--- config.mk ---
export PLATFORM = sky130hd
export DESIGN_NAME = bmul_seq
export DESIGN_NICKNAME = d
export VERILOG_FILES = /design/src/rtl/bmul_pkg.sv /design/src/rtl/bmul_step_counter.sv /design/src/rtl/bmul_datapath.sv /design/src/rtl/bmul_ctrl.sv /design/src/rtl/bmul_seq.sv
export SDC_FILE = /design/constraint.sdc
export NUM_CORES = 1
export LEC_CHECK = 0
export CORE_AREA = 5 5 121 89
export DETAILED_ROUTE_END_ITERATION = 12
export DIE_AREA = 0 0 126 94
export DONT_BUFFER_PORTS = 1
export GPL_ROUTABILITY_DRIVEN = 0
export GPL_TIMING_DRIVEN = 0
export PLACE_DENSITY = 0.52
export SLEW_MARGIN = 15
export SYNTH_ARGS = -nofsm -noshare
export SYNTH_HDL_FRONTEND = slang
export SYNTH_SLANG_ARGS = --single-unit
--- constraint.sdc ---
create_clock -name clk -period 6.8 [get_ports clk]
set_input_delay 1.02 -clock clk [delete_from_list [all_inputs] [get_ports clk]]
set_output_delay 1.02 -clock clk [all_outputs]
set_load 0.1 [all_outputs]
--- src/rtl/bmul_pkg.sv ---
package bmul_pkg;
    typedef enum logic [1:0] {
        ST_IDLE   = 2'd0,
        ST_RUN    = 2'd1,
        ST_FINISH = 2'd2
    } bmul_state_e;

    typedef enum logic [1:0] {
        BOOTH_NONE = 2'd0,
        BOOTH_ADD  = 2'd1,
        BOOTH_SUB  = 2'd2
    } booth_op_e;
endpackage

--- src/rtl/bmul_step_counter.sv ---
module bmul_step_counter #(
    parameter int CNT_W     = 4,
    parameter int START_VAL = 15
) (
    input  logic clk,
    input  logic rst_n,
    input  logic cnt_load,
    input  logic cnt_dec,
    output logic cnt_zero
);
    logic [CNT_W-1:0] cnt_q;

    always_ff @(posedge clk or negedge rst_n) begin
        if (!rst_n)
            cnt_q <= '0;
        else if (cnt_load)
            cnt_q <= CNT_W'(START_VAL);
        else if (cnt_dec)
            cnt_q <= cnt_q - CNT_W'(1);
    end

    assign cnt_zero = (cnt_q == '0);

    // load brings the start value
    p_cnt_load_r4: assert property (@(posedge clk) disable iff (!rst_n)
        cnt_load |=> (cnt_q == CNT_W'(START_VAL)));

    // a decrement lowers the count by exactly one
    p_cnt_dec_r4: assert property (@(posedge clk) disable iff (!rst_n)
        (cnt_dec && !cnt_load) |=> (cnt_q == $past(cnt_q) - CNT_W'(1)));

    // with neither input, the count holds
    p_cnt_hold_r4: assert property (@(posedge clk) disable iff (!rst_n)
        (!cnt_dec && !cnt_load) |=> $stable(cnt_q));
endmodule

--- src/rtl/bmul_datapath.sv ---
module bmul_datapath
    import bmul_pkg::*;
#(
    parameter int WIDTH = 16
) (
    input  logic             clk,
    input  logic             rst_n,
    input  logic             dp_load,
    input  logic             dp_step,
    input  logic [WIDTH-1:0] mcand_i,
    input  logic [WIDTH-1:0] mplier_i,
    output logic [WIDTH-1:0] hi_o,
    output logic [WIDTH-1:0] lo_o
);
    localparam int AW = WIDTH + 1;

    logic [AW-1:0]    acc_q;
    logic [WIDTH-1:0] mq_q;
    logic             qm1_q;
    logic [WIDTH-1:0] mcand_q;
    logic [AW-1:0]    mcand_ext;
    logic [AW-1:0]    addend;
    logic [AW-1:0]    sum;
    booth_op_e        op;

    assign mcand_ext = {mcand_q[WIDTH-1], mcand_q};

    always_comb begin
        unique case ({mq_q[0], qm1_q})
            2'b01:   op = BOOTH_ADD;
            2'b10:   op = BOOTH_SUB;
            default: op = BOOTH_NONE;
        endcase
    end

    always_comb begin
        unique case (op)
            BOOTH_ADD: addend = mcand_ext;
            BOOTH_SUB: addend = ~mcand_ext + AW'(1);
            default:   addend = '0;
        endcase
    end

    assign sum = acc_q + addend;

    always_ff @(posedge clk or negedge rst_n) begin
        if (!rst_n) begin
            acc_q   <= '0;
            mq_q    <= '0;
            qm1_q   <= 1'b0;
            mcand_q <= '0;
        end else if (dp_load) begin
            acc_q   <= '0;
            mq_q    <= mplier_i;
            qm1_q   <= 1'b0;
            mcand_q <= mcand_i;
        end else if (dp_step) begin
            acc_q   <= {sum[AW-1], sum[AW-1:1]};
            mq_q    <= {sum[0], mq_q[WIDTH-1:1]};
            qm1_q   <= mq_q[0];
        end
    end

    assign hi_o = acc_q[WIDTH-1:0];
    assign lo_o = mq_q;

    // pairs 00/11 only shift the accumulator
    p_booth_skip_r8: assert property (@(posedge clk) disable iff (!rst_n)
        (dp_step && !dp_load && (mq_q[0] == qm1_q))
        |=> (acc_q == {$past(acc_q[AW-1]), $past(acc_q[AW-1:1])}));

    // the bit leaving the multiplier becomes the new extra bit
    p_booth_qm1_r8: assert property (@(posedge clk) disable iff (!rst_n)
        (dp_step && !dp_load) |=> (qm1_q == $past(mq_q[0])));

    // the multiplicand is held for the whole run
    p_mcand_hold_r2: assert property (@(posedge clk) disable iff (!rst_n)
        !dp_load |=> $stable(mcand_q));

    // with no load or step, the product halves hold
    p_prod_hold_r3: assert property (@(posedge clk) disable iff (!rst_n)
        (!dp_load && !dp_step) |=> ($stable(acc_q) && $stable(mq_q)));
endmodule

--- src/rtl/bmul_ctrl.sv ---
module bmul_ctrl
    import bmul_pkg::*;
(
    input  logic clk,
    input  logic rst_n,
    input  logic mul_start,
    input  logic cnt_zero,
    output logic cnt_load,
    output logic cnt_dec,
    output logic dp_load,
    output logic dp_step,
    output logic wr_en,
    output logic busy,
    output logic done
);
    bmul_state_e state_q, state_d;
    logic        done_q;

    always_ff @(posedge clk or negedge rst_n) begin
        if (!rst_n)
            state_q <= ST_IDLE;
        else
            state_q <= state_d;
    end

    always_comb begin
        state_d = state_q;
        unique case (state_q)
            ST_IDLE:   if (mul_start) state_d = ST_RUN;
            ST_RUN:    if (cnt_zero)  state_d = ST_FINISH;
            ST_FINISH: state_d = ST_IDLE;
            default:   state_d = ST_IDLE;
        endcase
    end

    always_comb begin
        cnt_load = 1'b0;
        cnt_dec  = 1'b0;
        dp_load  = 1'b0;
        dp_step  = 1'b0;
        wr_en    = 1'b0;
        busy     = 1'b0;
        unique case (state_q)
            ST_IDLE: begin
                cnt_load = mul_start;
                dp_load  = mul_start;
            end
            ST_RUN: begin
                busy    = 1'b1;
                dp_step = 1'b1;
                cnt_dec = !cnt_zero;
            end
            ST_FINISH: begin
                busy  = 1'b1;
                wr_en = 1'b1;
            end
            default: ;
        endcase
    end

    always_ff @(posedge clk or negedge rst_n) begin
        if (!rst_n)
            done_q <= 1'b0;
        else if (state_q == ST_FINISH)
            done_q <= 1'b1;
        else if (state_q == ST_IDLE && mul_start)
            done_q <= 1'b0;
    end

    assign done = done_q;

    // an accepted start makes the block busy next cycle
    p_start_busy_r2: assert property (@(posedge clk) disable iff (!rst_n)
        (state_q == ST_IDLE && mul_start) |=> busy);

    // the zero flag in RUN ends the run
    p_zero_ends_r4: assert property (@(posedge clk) disable iff (!rst_n)
        (state_q == ST_RUN && cnt_zero) |=> (state_q == ST_FINISH));

    // the write strobe lasts one cycle
    p_wr_pulse_r5: assert property (@(posedge clk) disable iff (!rst_n)
        wr_en |=> !wr_en);

    // done holds until a start arrives
    p_done_hold_r6: assert property (@(posedge clk) disable iff (!rst_n)
        (done && !mul_start) |=> done);

    // done rises right after the write
    p_done_rise_r6: assert property (@(posedge clk) disable iff (!rst_n)
        wr_en |=> (done && !busy));

    // start during a run does not restart it
    p_ignore_start_r7: assert property (@(posedge clk) disable iff (!rst_n)
        (state_q == ST_RUN && !cnt_zero) |=> (state_q == ST_RUN));
endmodule

--- src/rtl/bmul_seq.sv ---
module bmul_seq #(
    parameter int WIDTH = 16
) (
    input  logic             clk,
    input  logic             rst_n,
    input  logic             mul_start,
    input  logic [WIDTH-1:0] opnd_a,
    input  logic [WIDTH-1:0] opnd_b,
    output logic             busy,
    output logic             done,
    output logic             wr_en,
    output logic [WIDTH-1:0] prod_hi,
    output logic [WIDTH-1:0] prod_lo
);
    localparam int CNT_W     = (WIDTH > 1) ? $clog2(WIDTH) : 1;
    localparam int START_VAL = WIDTH - 1;

    logic cnt_load, cnt_dec, cnt_zero;
    logic dp_load, dp_step;

    bmul_ctrl u_ctrl (
        .clk      (clk),
        .rst_n    (rst_n),
        .mul_start(mul_start),
        .cnt_zero (cnt_zero),
        .cnt_load (cnt_load),
        .cnt_dec  (cnt_dec),
        .dp_load  (dp_load),
        .dp_step  (dp_step),
        .wr_en    (wr_en),
        .busy     (busy),
        .done     (done)
    );

    bmul_step_counter #(
        .CNT_W    (CNT_W),
        .START_VAL(START_VAL)
    ) u_cnt (
        .clk     (clk),
        .rst_n   (rst_n),
        .cnt_load(cnt_load),
        .cnt_dec (cnt_dec),
        .cnt_zero(cnt_zero)
    );

    bmul_datapath #(
        .WIDTH(WIDTH)
    ) u_dp (
        .clk     (clk),
        .rst_n   (rst_n),
        .dp_load (dp_load),
        .dp_step (dp_step),
        .mcand_i (opnd_a),
        .mplier_i(opnd_b),
        .hi_o    (prod_hi),
        .lo_o    (prod_lo)
    );

    // no write strobe while idle and not busy
    p_wr_busy_r5: assert property (@(posedge clk) disable iff (!rst_n)
        wr_en |-> busy);

    // control outputs are mutually consistent
    p_done_idle_r1: assert property (@(posedge clk) disable iff (!rst_n)
        done |-> !busy);
endmodule

==> out/qor.csv <==
metric,value,unit
"Hold Vio Cnt, Final",0,
CTS max path bufs,2,
Synth Area per Inst,8.58,um2
asr flop ratio synth,100,%
TritonRoute pass-1 iters,4,
status,"complete, no violations",
Worst Path Arrival,4810,ps
Die Area,11800,um2
Synth top cells by count,"nand2_1 (86), dfrtp_1 (56), nor2_1 (38), o21ai_0 (35)",
Tcrit/Tclk final,67.7,%
number of global-route vias before repair,2947,
vias per cell,5.36,
total gr overflow,0,
DIE HEIGHT,94,um
slowest CP cell,dfrtp_1,
# Max-Cap Violations,0,
Worst-Margin Slew,1100,ps
Clock Latency Late Sink,300,ps
RSZ-0062 raised after global routing,false,
Slew HR,26.8,%
Routed Antenna Nets,0,
Worst setup SP type,register,
Final Max Tran Viols,0,
post-synth top area share,38.2,%
Yosys warning count,0,
initial antenna violation count,0,
mapped cell area,3670,um2
Final Critical Period,4600,ps
CTS-repair resized insts,0,
maximum clock rate,217,MHz
Layout Nets,495,
Hold Crit Class,in -> async,
H-Tree Depth,2,
Worst setup EP type,register,
#FFs+latches synth,56,
clock skew,9.01,ps
post-synth top area cell,dfrtp_1,
WS Path Type,reg -> reg,
CP max stage delay,1020,ps
Synth cell types,49,
number of clock sinks,56,
FP Rows,30,
DP HPWL,7.12,mm
Initial Util,38.8,%
vias,3021,
initial drt markers,162,
number of synthesized flops with an enable pin,0,
Core Box Area,9460,um2
cell count after synthesis,428,
I/O Pins,70,
syn_nets,488,
largest net degree at the start of global routing,57,
Post-Route WL,9.23,mm
"Primary FF master, synth",dfrtp_1,
ant diodes,0,
Sum Neg Setup Slack,0,ps
final count of negative-setup-slack endpoints,0,
WL/cell,16.4,um
"Seq/Total Area, Yosys",38.2,%
layout cells sized above 1,3.44,%
CTS tree,built,
Post-CTS Setup Inserts,0,
worst-path cell chain,ha_1 > clkbuf_1 > clkbuf_1 > nor2_1 > nor3_1 > ha_1 > inv_1 > fa_1 > nor2b_1 > o31a_1 > o2111ai_1 > a21boi_0 > o21ai_0 > nor4b_1 > a211oi_1,
area growth from synthesis to layout,9.06,%
CTS Root Cell,clkbuf_16,
"Clk pin slew, worst setup/hold paths",70,ps
number of buffers added on ports,0,
CTS buffer count,5,
# hold bufs at CTS,0,
"count leader, synth",nand2_1,
Critical Path RT,7010,ps
Die X,126,um
Crit Path Max Fanout,10,
first-pass GRT wire length,15.5,mm
synth top area cells,"dfrtp_1 (38%), nand2_1 (8.8%), ha_1 (8.2%), mux2i_1 (6.5%), o21ai_0 (4.8%)",
GRT Resource Usage Total,16.4,%
DRC viols,0,
## final cells by class
class,instances,area [um2]
fill,1008,5450
multi-input combinational,336,2130
sequential,56,1400
tap,128,160
clock buffer,5,125
buffer,22,90.1
inverter,14,52.6
clock inverter,3,47.5
## flip-flops by register name, summed over array words and instances, names as in the netlist
register and flops:
u_dp.lo_o 16, u_dp.acc_q 16, u_dp.mcand_q 16, u_cnt.cnt_q 4, u_dp.qm1_q 1, u_ctrl.state_q 2
u_ctrl.done 1
## layer usage
metal	vias to the layer above	wire [um]	part of all wire, %	global-route usage, %
met4	0	60	0.65	3.48
li1	1516	-	-	-
met1	1438	4680	51	23.9
met5	-	0	0	0
met3	4	524	5.7	4.15
met2	63	3970	43	24.4
## placed cells by master, fill, tap and decap left out, types with 2 or more instances in the layout
cell type / netlist / final
dfrtp_1: 56 / 56
o21ai_0: 35 / 35
o21a_1: 4 / 4
nor3_1: 11 / 11
inv_1: 14 / 14
or3_1: 2 / 2
xor2_1: 9 / 9
o31ai_1: 2 / 2
a32oi_1: 3 / 3
nand3_1: 6 / 6
nand4b_1: 3 / 3
clkbuf_16: 0 / 5
mux2i_1: 24 / 24
nor2b_1: 5 / 5
xnor2_1: 13 / 13
a21o_1: 4 / 4
o211ai_1: 3 / 3
nor2_1: 38 / 38
a22oi_1: 10 / 10
and2_1: 2 / 2
or2_2: 2 / 2
clkinv_4: 0 / 2
nand2b_1: 4 / 4
ha_1: 24 / 24
a211oi_1: 7 / 7
nor4_1: 3 / 3
a21oi_1: 16 / 16
nand2_1: 86 / 86
clkbuf_1: 20 / 20
## logic make-up (layout without fill, tap and decap cells)
group	after synthesis	count (layout)	share of synthesized area [%]
compound gates	96	96	16.6
xor+xnor	22	22	5.25
buf+inv	36	44	3.88
fa+ha+maj	25	25	8.72
flops	56	56	38.2
simple gates	168	168	20.5
mux	25	25	6.85
## per-stage QoR
| stage | setup WS [ps] | instances | util [%] | hold slack (ps) | instance area, um2 |
|---|---|---|---|---|---|
| floorplan | 3020 | 428 | - | 486 | 3670 |
| global placement | 2260 | 556 | 40.5 | 514 | 3830 |
| detailed placement | 2240 | 556 | 40.5 | 516 | 3830 |
| CTS | 2200 | 564 | 42.3 | 400 | 4010 |
| global route | 1800 | 564 | 42.3 | 389 | 4010 |
| finish | 2200 | 564 | 42.3 | 414 | 4010 |
## final timing paths
path                                     endpoint  depth (start not counted)               from  slack (ps)
worst max-delay path               u_dp.acc_q[11]                         15       u_dp.lo_o[0]        2200
worst max register to register     u_dp.acc_q[11]                         15       u_dp.lo_o[0]        2200
worst min register to register  u_ctrl.state_q[1]                          1  u_ctrl.state_q[1]         530
max in group asynchronous          u_dp.acc_q[15]                          0              rst_n        6250
min in group clk                u_ctrl.state_q[1]                          1  u_ctrl.state_q[1]         530
worst min-delay path               u_dp.acc_q[11]                          0              rst_n         410
## critical path: cells and delay by family (launching register included)
family | cells | cell delay (ps)
buffers and inverters | 3 | 790
DFF | 1 | 1020
adders and majority gates | 3 | 900
AOI/OAI and AO/OA | 5 | 1060
and+or+nand+nor | 4 | 740
Power is not shown: default switching activity piles up to over one toggle a cycle in this logic, so the estimate is an artifact.
